$ cat src/rtl/ovf_timer_pkg.sv
// Shared constants for the overflow timer: tick-source select encoding.
package ovf_timer_pkg;
    localparam int SEL_W = 3;

    typedef enum logic [SEL_W-1:0] {
        SEL_STOP     = 3'd0,
        SEL_EXT_FALL = 3'd6,
        SEL_EXT_RISE = 3'd7
    } tick_sel_e;
endpackage

$ cat src/rtl/ovf_pin_edge.sv
// Synchronizes an asynchronous pin through SYNC_STAGES flops and flags
// single-cycle rise and fall pulses. Assumes the pin is low during reset.
module ovf_pin_edge #(
    parameter int SYNC_STAGES = 2
) (
    input  logic clk,
    input  logic rst_n,
    input  logic pin_i,
    output logic rise_o,
    output logic fall_o
);
    logic [SYNC_STAGES-1:0] sync_q;
    logic                   prev_q;

    // Shift the pin into the synchronizer chain and keep the last settled level.
    always_ff @(posedge clk) begin
        if (!rst_n) begin
            sync_q <= '0;
            prev_q <= 1'b0;
        end else begin
            sync_q <= {sync_q[SYNC_STAGES-2:0], pin_i};
            prev_q <= sync_q[SYNC_STAGES-1];
        end
    end

    // Decode one pulse per settled transition.
    always_comb begin
        rise_o = sync_q[SYNC_STAGES-1] & ~prev_q;
        fall_o = ~sync_q[SYNC_STAGES-1] & prev_q;
    end

    // a detected edge produces exactly one tick, never two in a row.
    assert_one_rise_per_edge_R4: assert property (@(posedge clk) disable iff (!rst_n)
        rise_o |=> !rise_o);
    assert_one_fall_per_edge_R4: assert property (@(posedge clk) disable iff (!rst_n)
        fall_o |=> !fall_o);
endmodule

$ cat src/rtl/ovf_tick_mux.sv
// Chooses the timer tick from the select code: stop, one of NTAPS internal
// enables, or a pin edge. Purely combinational.
module ovf_tick_mux
    import ovf_timer_pkg::*;
#(
    parameter int NTAPS = 5
) (
    input  logic [SEL_W-1:0] sel_i,
    input  logic [NTAPS-1:0] taps_i,
    input  logic             rise_i,
    input  logic             fall_i,
    output logic             tick_o
);
    logic [NTAPS-1:0] tap_hit;

    // One match line per internal tap, code i+1 selects tap i.
    genvar gi;
    generate
        for (gi = 0; gi < NTAPS; gi++) begin : g_tap
            assign tap_hit[gi] = (sel_i == SEL_W'(gi + 1)) & taps_i[gi];
        end
    endgenerate

    // Merge internal taps with the pin edge sources.
    always_comb begin
        tick_o = |tap_hit;
        if (sel_i == SEL_EXT_FALL) tick_o = fall_i;
        if (sel_i == SEL_EXT_RISE) tick_o = rise_i;
    end

    // a stopped timer never produces a tick.
    always_comb begin
        assert_stop_no_tick_R2: assert (!(sel_i == SEL_STOP && tick_o === 1'b1));
    end
endmodule

$ cat src/rtl/ovf_count_core.sv
// Up-counter with load priority and sticky overflow flag.
// Assumes tick, load and clear inputs are synchronous to clk.
module ovf_count_core #(
    parameter int CNT_W = 8
) (
    input  logic             clk,
    input  logic             rst_n,
    input  logic             tick_i,
    input  logic             wr_i,
    input  logic [CNT_W-1:0] wdata_i,
    input  logic             ack_i,
    input  logic             w1c_i,
    output logic [CNT_W-1:0] cnt_o,
    output logic             flag_o
);
    localparam logic [CNT_W-1:0] CNT_MAX = '1;

    logic wrap;

    // A counted wrap from the top value is the only flag set condition.
    always_comb wrap = tick_i & ~wr_i & (cnt_o == CNT_MAX);

    // Load wins over counting.
    always_ff @(posedge clk) begin
        if (!rst_n)      cnt_o <= '0;
        else if (wr_i)   cnt_o <= wdata_i;
        else if (tick_i) cnt_o <= cnt_o + 1'b1;
    end

    // Sticky flag: set wins over acknowledge and write-one-to-clear.
    always_ff @(posedge clk) begin
        if (!rst_n)              flag_o <= 1'b0;
        else if (wrap)           flag_o <= 1'b1;
        else if (ack_i || w1c_i) flag_o <= 1'b0;
    end

    assert_load_wins_R5: assert property (@(posedge clk) disable iff (!rst_n)
        wr_i |=> cnt_o == $past(wdata_i));
    assert_tick_increments_R1: assert property (@(posedge clk) disable iff (!rst_n)
        (tick_i && !wr_i) |=> cnt_o == $past(cnt_o) + 1'b1);
    assert_wrap_sets_flag_R6: assert property (@(posedge clk) disable iff (!rst_n)
        (tick_i && !wr_i && cnt_o == CNT_MAX) |=> (flag_o && cnt_o == '0));
    assert_flag_sticky_R7: assert property (@(posedge clk) disable iff (!rst_n)
        (flag_o && !ack_i && !w1c_i) |=> flag_o);
    assert_flag_clears_R7: assert property (@(posedge clk) disable iff (!rst_n)
        ((ack_i || w1c_i) && !(tick_i && !wr_i && cnt_o == CNT_MAX)) |=> !flag_o);
endmodule

$ cat src/rtl/ovf_timer8.sv
// Top of the free-running overflow timer: pin edge detector, tick source
// mux and counter core. Assumes synchronous bus strobes and a low pin in reset.
module ovf_timer8
    import ovf_timer_pkg::*;
#(
    parameter int CNT_W       = 8,
    parameter int NTAPS       = 5,
    parameter int SYNC_STAGES = 2
) (
    input  logic             clk,
    input  logic             rst_n,
    input  logic [SEL_W-1:0] clk_sel_i,
    input  logic [NTAPS-1:0] tap_en_i,
    input  logic             ext_pin_i,
    input  logic             cnt_wr_i,
    input  logic [CNT_W-1:0] cnt_wdata_i,
    input  logic             flag_w1c_i,
    input  logic             irq_ack_i,
    input  logic             irq_en_i,
    output logic [CNT_W-1:0] cnt_o,
    output logic             ovf_flag_o,
    output logic             irq_o
);
    logic pin_rise, pin_fall, tick;

    ovf_pin_edge #(.SYNC_STAGES(SYNC_STAGES)) u_edge (
        .clk    (clk),
        .rst_n  (rst_n),
        .pin_i  (ext_pin_i),
        .rise_o (pin_rise),
        .fall_o (pin_fall)
    );

    ovf_tick_mux #(.NTAPS(NTAPS)) u_mux (
        .sel_i  (clk_sel_i),
        .taps_i (tap_en_i),
        .rise_i (pin_rise),
        .fall_i (pin_fall),
        .tick_o (tick)
    );

    ovf_count_core #(.CNT_W(CNT_W)) u_core (
        .clk     (clk),
        .rst_n   (rst_n),
        .tick_i  (tick),
        .wr_i    (cnt_wr_i),
        .wdata_i (cnt_wdata_i),
        .ack_i   (irq_ack_i),
        .w1c_i   (flag_w1c_i),
        .cnt_o   (cnt_o),
        .flag_o  (ovf_flag_o)
    );

    // Interrupt request gated by its enable.
    always_comb irq_o = ovf_flag_o & irq_en_i;

    assert_stopped_hold_R2: assert property (@(posedge clk) disable iff (!rst_n)
        (clk_sel_i == SEL_STOP && !cnt_wr_i) |=> $stable(cnt_o));
    assert_irq_follows_flag_R8: assert property (@(posedge clk) disable iff (!rst_n)
        (irq_en_i && $rose(ovf_flag_o)) |-> irq_o);
endmodule

$ cat config.mk
export PLATFORM = sky130hd
export DESIGN_NAME = ovf_timer8
export DESIGN_NICKNAME = d
export VERILOG_FILES = /design/src/rtl/ovf_timer_pkg.sv /design/src/rtl/ovf_pin_edge.sv /design/src/rtl/ovf_tick_mux.sv /design/src/rtl/ovf_count_core.sv /design/src/rtl/ovf_timer8.sv
export SDC_FILE = /design/constraint.sdc
export NUM_CORES = 1
export LEC_CHECK = 0
export BUFFER_PORTS_ARGS = -buffer_cell sky130_fd_sc_hd__clkbuf_2
export CAP_MARGIN = 20
export CELL_PAD_IN_SITES_DETAIL_PLACEMENT = 0
export CELL_PAD_IN_SITES_GLOBAL_PLACEMENT = 2
export CORE_ASPECT_RATIO = 1.1
export CORE_UTILIZATION = 23
export CTS_BUF_LIST = sky130_fd_sc_hd__clkbuf_8 sky130_fd_sc_hd__clkbuf_16
export DETAILED_ROUTE_END_ITERATION = 7
export HOLD_SLACK_MARGIN = 0.03
export PLACE_DENSITY = 0.74
export RECOVER_POWER = 50
export SLEW_MARGIN = 20
export SYNTH_ARGS = -nofsm -noshare
export SYNTH_HDL_FRONTEND = slang
export SYNTH_SLANG_ARGS = --single-unit
$ cat constraint.sdc
create_clock -name clk -period 2.3 [get_ports clk]
set_clock_uncertainty 0.15 [all_clocks]
set_input_delay 0.46 -clock clk [delete_from_list [all_inputs] [get_ports clk]]
set_output_delay 0.46 -clock clk [all_outputs]
set_load 0.005 [all_outputs]
==> impl_metrics.env <==
export IMPL_run_status="finished, final reports clean"
export IMPL_drt_wl_total_um=1590
export IMPL_post_cts_resized=0
export IMPL_final_setup_tns_ps=0
export IMPL_cp_cell_sequence="nand2b_1 > a31oi_1 > a32oi_2 > buf_4 > or4_1 > a31oi_1"
export IMPL_ff_latch_count_synth=12
export IMPL_netlist_top_cell_by_area="sky130_fd_sc_hd__dfxtp_1"
export IMPL_critical_path_reg2reg_startpoint="u_edge.sync_q[1]"
export IMPL_viasPerCell=4.91
export IMPL_leading_cell_type_in_the_layout_fill_and_taps_excluded="sky130_fd_sc_hd__clkbuf_2"
export IMPL_final_setup_slack_of_the_worst_path_ps=522
export IMPL_drive_above_1_share_pct=34.3
export IMPL_hpwl_um=1160
export IMPL_setup_worst_path_start_class="flop"
export IMPL_post_synth_instance_area_um2=631
export IMPL_final_hold_violating_endpoints=0
export IMPL_synth_fp_nets=98
export IMPL_final_max_slew_viol_count=0
export IMPL_grt_overflow=0
export IMPL_drt_first_pass_iters=4
export IMPL_insertion_delay_ps=240
export IMPL_synth_sequential_area_ratio_pct=38.1
export IMPL_worst_r2r_cell_count=6
export IMPL_clock_sinks=12
export IMPL_die_h_um=56.9
export IMPL_fin_crit_ps=1780
export IMPL_tritoncts_num_buffers=3
export IMPL_crit_path_top_delay_cell="sky130_fd_sc_hd__or4_1"
export IMPL_most_common_layout_cells="29 x sky130_fd_sc_hd__clkbuf_2, 12 x sky130_fd_sc_hd__dfxtp_1, 8 x sky130_fd_sc_hd__o21ai_0"
export IMPL_static_leakage_power_nw=0.357
export IMPL_clockRootBuffer="sky130_fd_sc_hd__clkbuf_8"
export IMPL_cp_startpoint="u_edge.sync_q[1]"
export IMPL_std_cell_rows=19
export IMPL_ff_to_ff_setup_slack_ps=520
export IMPL_first_pass_grt_wire_length_um=2500
export IMPL_antenna_violating_nets_post_route=0
export IMPL_ys_warnings_count=0
export IMPL_synthesis_area_per_instance_um2=8.52
export IMPL_num_antenna_cells=0
export IMPL_remaining_drc_errors=0
export IMPL_max_clock_path_buffers=2
export IMPL_cts_hold_buf=0
export IMPL_io_buffer_count=32
export IMPL_min_delay_path_depth=2
export IMPL_rsz0062_at_grt="false"
export IMPL_postCtsSetupRepairBufs=0
export IMPL_critical_path_max_stage_delay_ps=500
export IMPL_routability_congestion=0.695
export IMPL_cp_data_required_time_ps=2320
export IMPL_synth_top_cell_area_share_pct=38.1
export IMPL_timing_max_slew_rel_slack_pct=64.9
export IMPL_chipWidth_um=51.9
export IMPL_via_count=682
export IMPL_detailedRoute_firstIterationViolations=7
export IMPL_synthesis_instances=74
export IMPL_global_route_total_usage_across_every_layer_pct=11.1
export IMPL_floorplan_initialDensity_pct=24.8
export IMPL_area_growth_syn_to_layout_pct=37.9
export IMPL_max_clock_freq_mhz=562
export IMPL_critical_path_max_fanout=16
export IMPL_cap_viol_max_count=0
export IMPL_cell_repeated_most_along_the_worst_path="sky130_fd_sc_hd__a31oi_1"
export IMPL_io_pin_count=33
export IMPL_layout_worst_path_cycle_share_pct=77.3
export IMPL_detailedPlace_worstSlack_ps=308
export IMPL_setup_violations=0
export IMPL_initial_antenna_violation_count=0
export IMPL_worst_endpoint_arrival_ps=1800
export IMPL_hold_path_end="u_edge.sync_q[0]"
export IMPL_area_of_the_die_um2=2960
export IMPL_first_global_vias=582
export IMPL_cts_tree="built"
export IMPL_clk_pin_slew_worst_paths_ps=60
export IMPL_r2r_end="u_core.cnt_o[7]"
export IMPL_tightestPinTransition_ps=527
export IMPL_total_power_density_per_cell_area_nw_per_um2=629
export IMPL_wl_per_cell_um=11.5
export IMPL_power_ir_vdd_worst_mv=0.332
export IMPL_critical_path_endpoint_type="flop"
export IMPL_critical_setup_path_class="flop to flop"
export IMPL_min_delay_path_class="input pin to flop"
export IMPL_hold_path_startpoint="ext_pin_i"
export IMPL_core_region_area_um2=2540
export IMPL_htree_num_levels=1
export IMPL_grt_max_degree=17
export IMPL_synth_cell_type_count=28
export IMPL_synth_top_cells_by_area="sky130_fd_sc_hd__dfxtp_1 38%, sky130_fd_sc_hd__a31oi_1 6.9%, sky130_fd_sc_hd__o21ai_0 6.3%"
export IMPL_num_nets_final=133
cell type report:
cell class | instances | area (um^2)
Clock buffer | 4 | 55.1
Fill cell | 273 | 1670
Sequential cell | 12 | 240
Tap cell | 31 | 38.8
Timing Repair Buffer | 33 | 164
Multi-Input combinational cell | 56 | 360
Inverter | 3 | 11.3
sequential cells by signal, summed over array words and instances, names as in the netlist:
name	cells
u_core.cnt_o	8
u_edge.sync_q	2
u_core.flag_o	1
u_edge.prev_q	1
power by group:
| part | total (mW) | internal (mW) | switching [mW] |
|---|---|---|---|
| clock network | 0.232 | 0.151 | 0.0803 |
| logic | 0.0798 | 0.0395 | 0.0403 |
| registers | 0.236 | 0.221 | 0.0147 |
synthesized netlist by cell type, drive strengths merged:
master and count:
o21ai 10, a21oi 2, nand2 1, o21a 1
or4b 1, ha 1, or4 3, or3 3
nand2b 2, nand3 6, nor3b 1, mux2i 1
nor2b 1, nand3b 1, clkbuf 2, inv 3
and2 4, a211o 1, o31ai 3, a32oi 1
nor4 1, nor2 2, dfxtp 12, buf 1
nand4 3, a31oi 7
worst max path at each step:
stage	endpoint	slack, ps	cells past startpoint
2_1_floorplan	u_core.cnt_o[1]	500	6
3_3_place_gp	u_core.cnt_o[7]	320	7
3_5_place_dp	u_core.cnt_o[7]	310	7
4_1_cts	u_core.cnt_o[7]	510	6
5_1_grt	u_core.cnt_o[7]	420	6
6_report	u_core.cnt_o[7]	520	6
per-layer routing:
layer | vias up | GRT usage [%] | wire length, um
li1 | 352 | - | -
met1 | 297 | 15.5 | 786
met2 | 29 | 15.6 | 664
met3 | 4 | 2.71 | 118
met4 | 0 | 5.79 | 23
met5 | - | 0 | 0
kinds of logic (layout without fill, tap and decap cells):
family | count (synthesis) | count (layout) | synth area share (%)
fa+ha+maj | 1 | 1 | 1.98
mux | 1 | 1 | 1.59
simple gates | 29 | 29 | 28.4
compound gates | 25 | 25 | 25.2
buf+inv | 6 | 40 | 4.76
flops | 12 | 12 | 38.1
worst max-delay path, delay by kind of cell, from the launching register on:
family | cells | cell delay, ps
flip-flops | 1 | 310
buffers and inverters | 1 | 190
AO/OA/AOI/OAI | 3 | 430
AND/OR/NAND/NOR | 2 | 630
metrics by stage:
| stage | power [mW] | util (%) | hold WS [ps] | instances | area (um^2) |
|---|---|---|---|---|---|
| 4_1_cts | 0.555 | 34.3 | 272 | 139 | 873 |
| 2_1_floorplan | 0.281 | - | 262 | 74 | 631 |
| 5_1_grt | 0.576 | 34.2 | 282 | 139 | 870 |
| 3_3_place_gp | 0.321 | 32.2 | 267 | 135 | 818 |
| 6_report | 0.547 | 34.2 | 273 | 139 | 870 |
| 3_5_place_dp | 0.321 | 32.2 | 269 | 135 | 818 |
No activity file was read; power rests on OpenSTA's default activity.
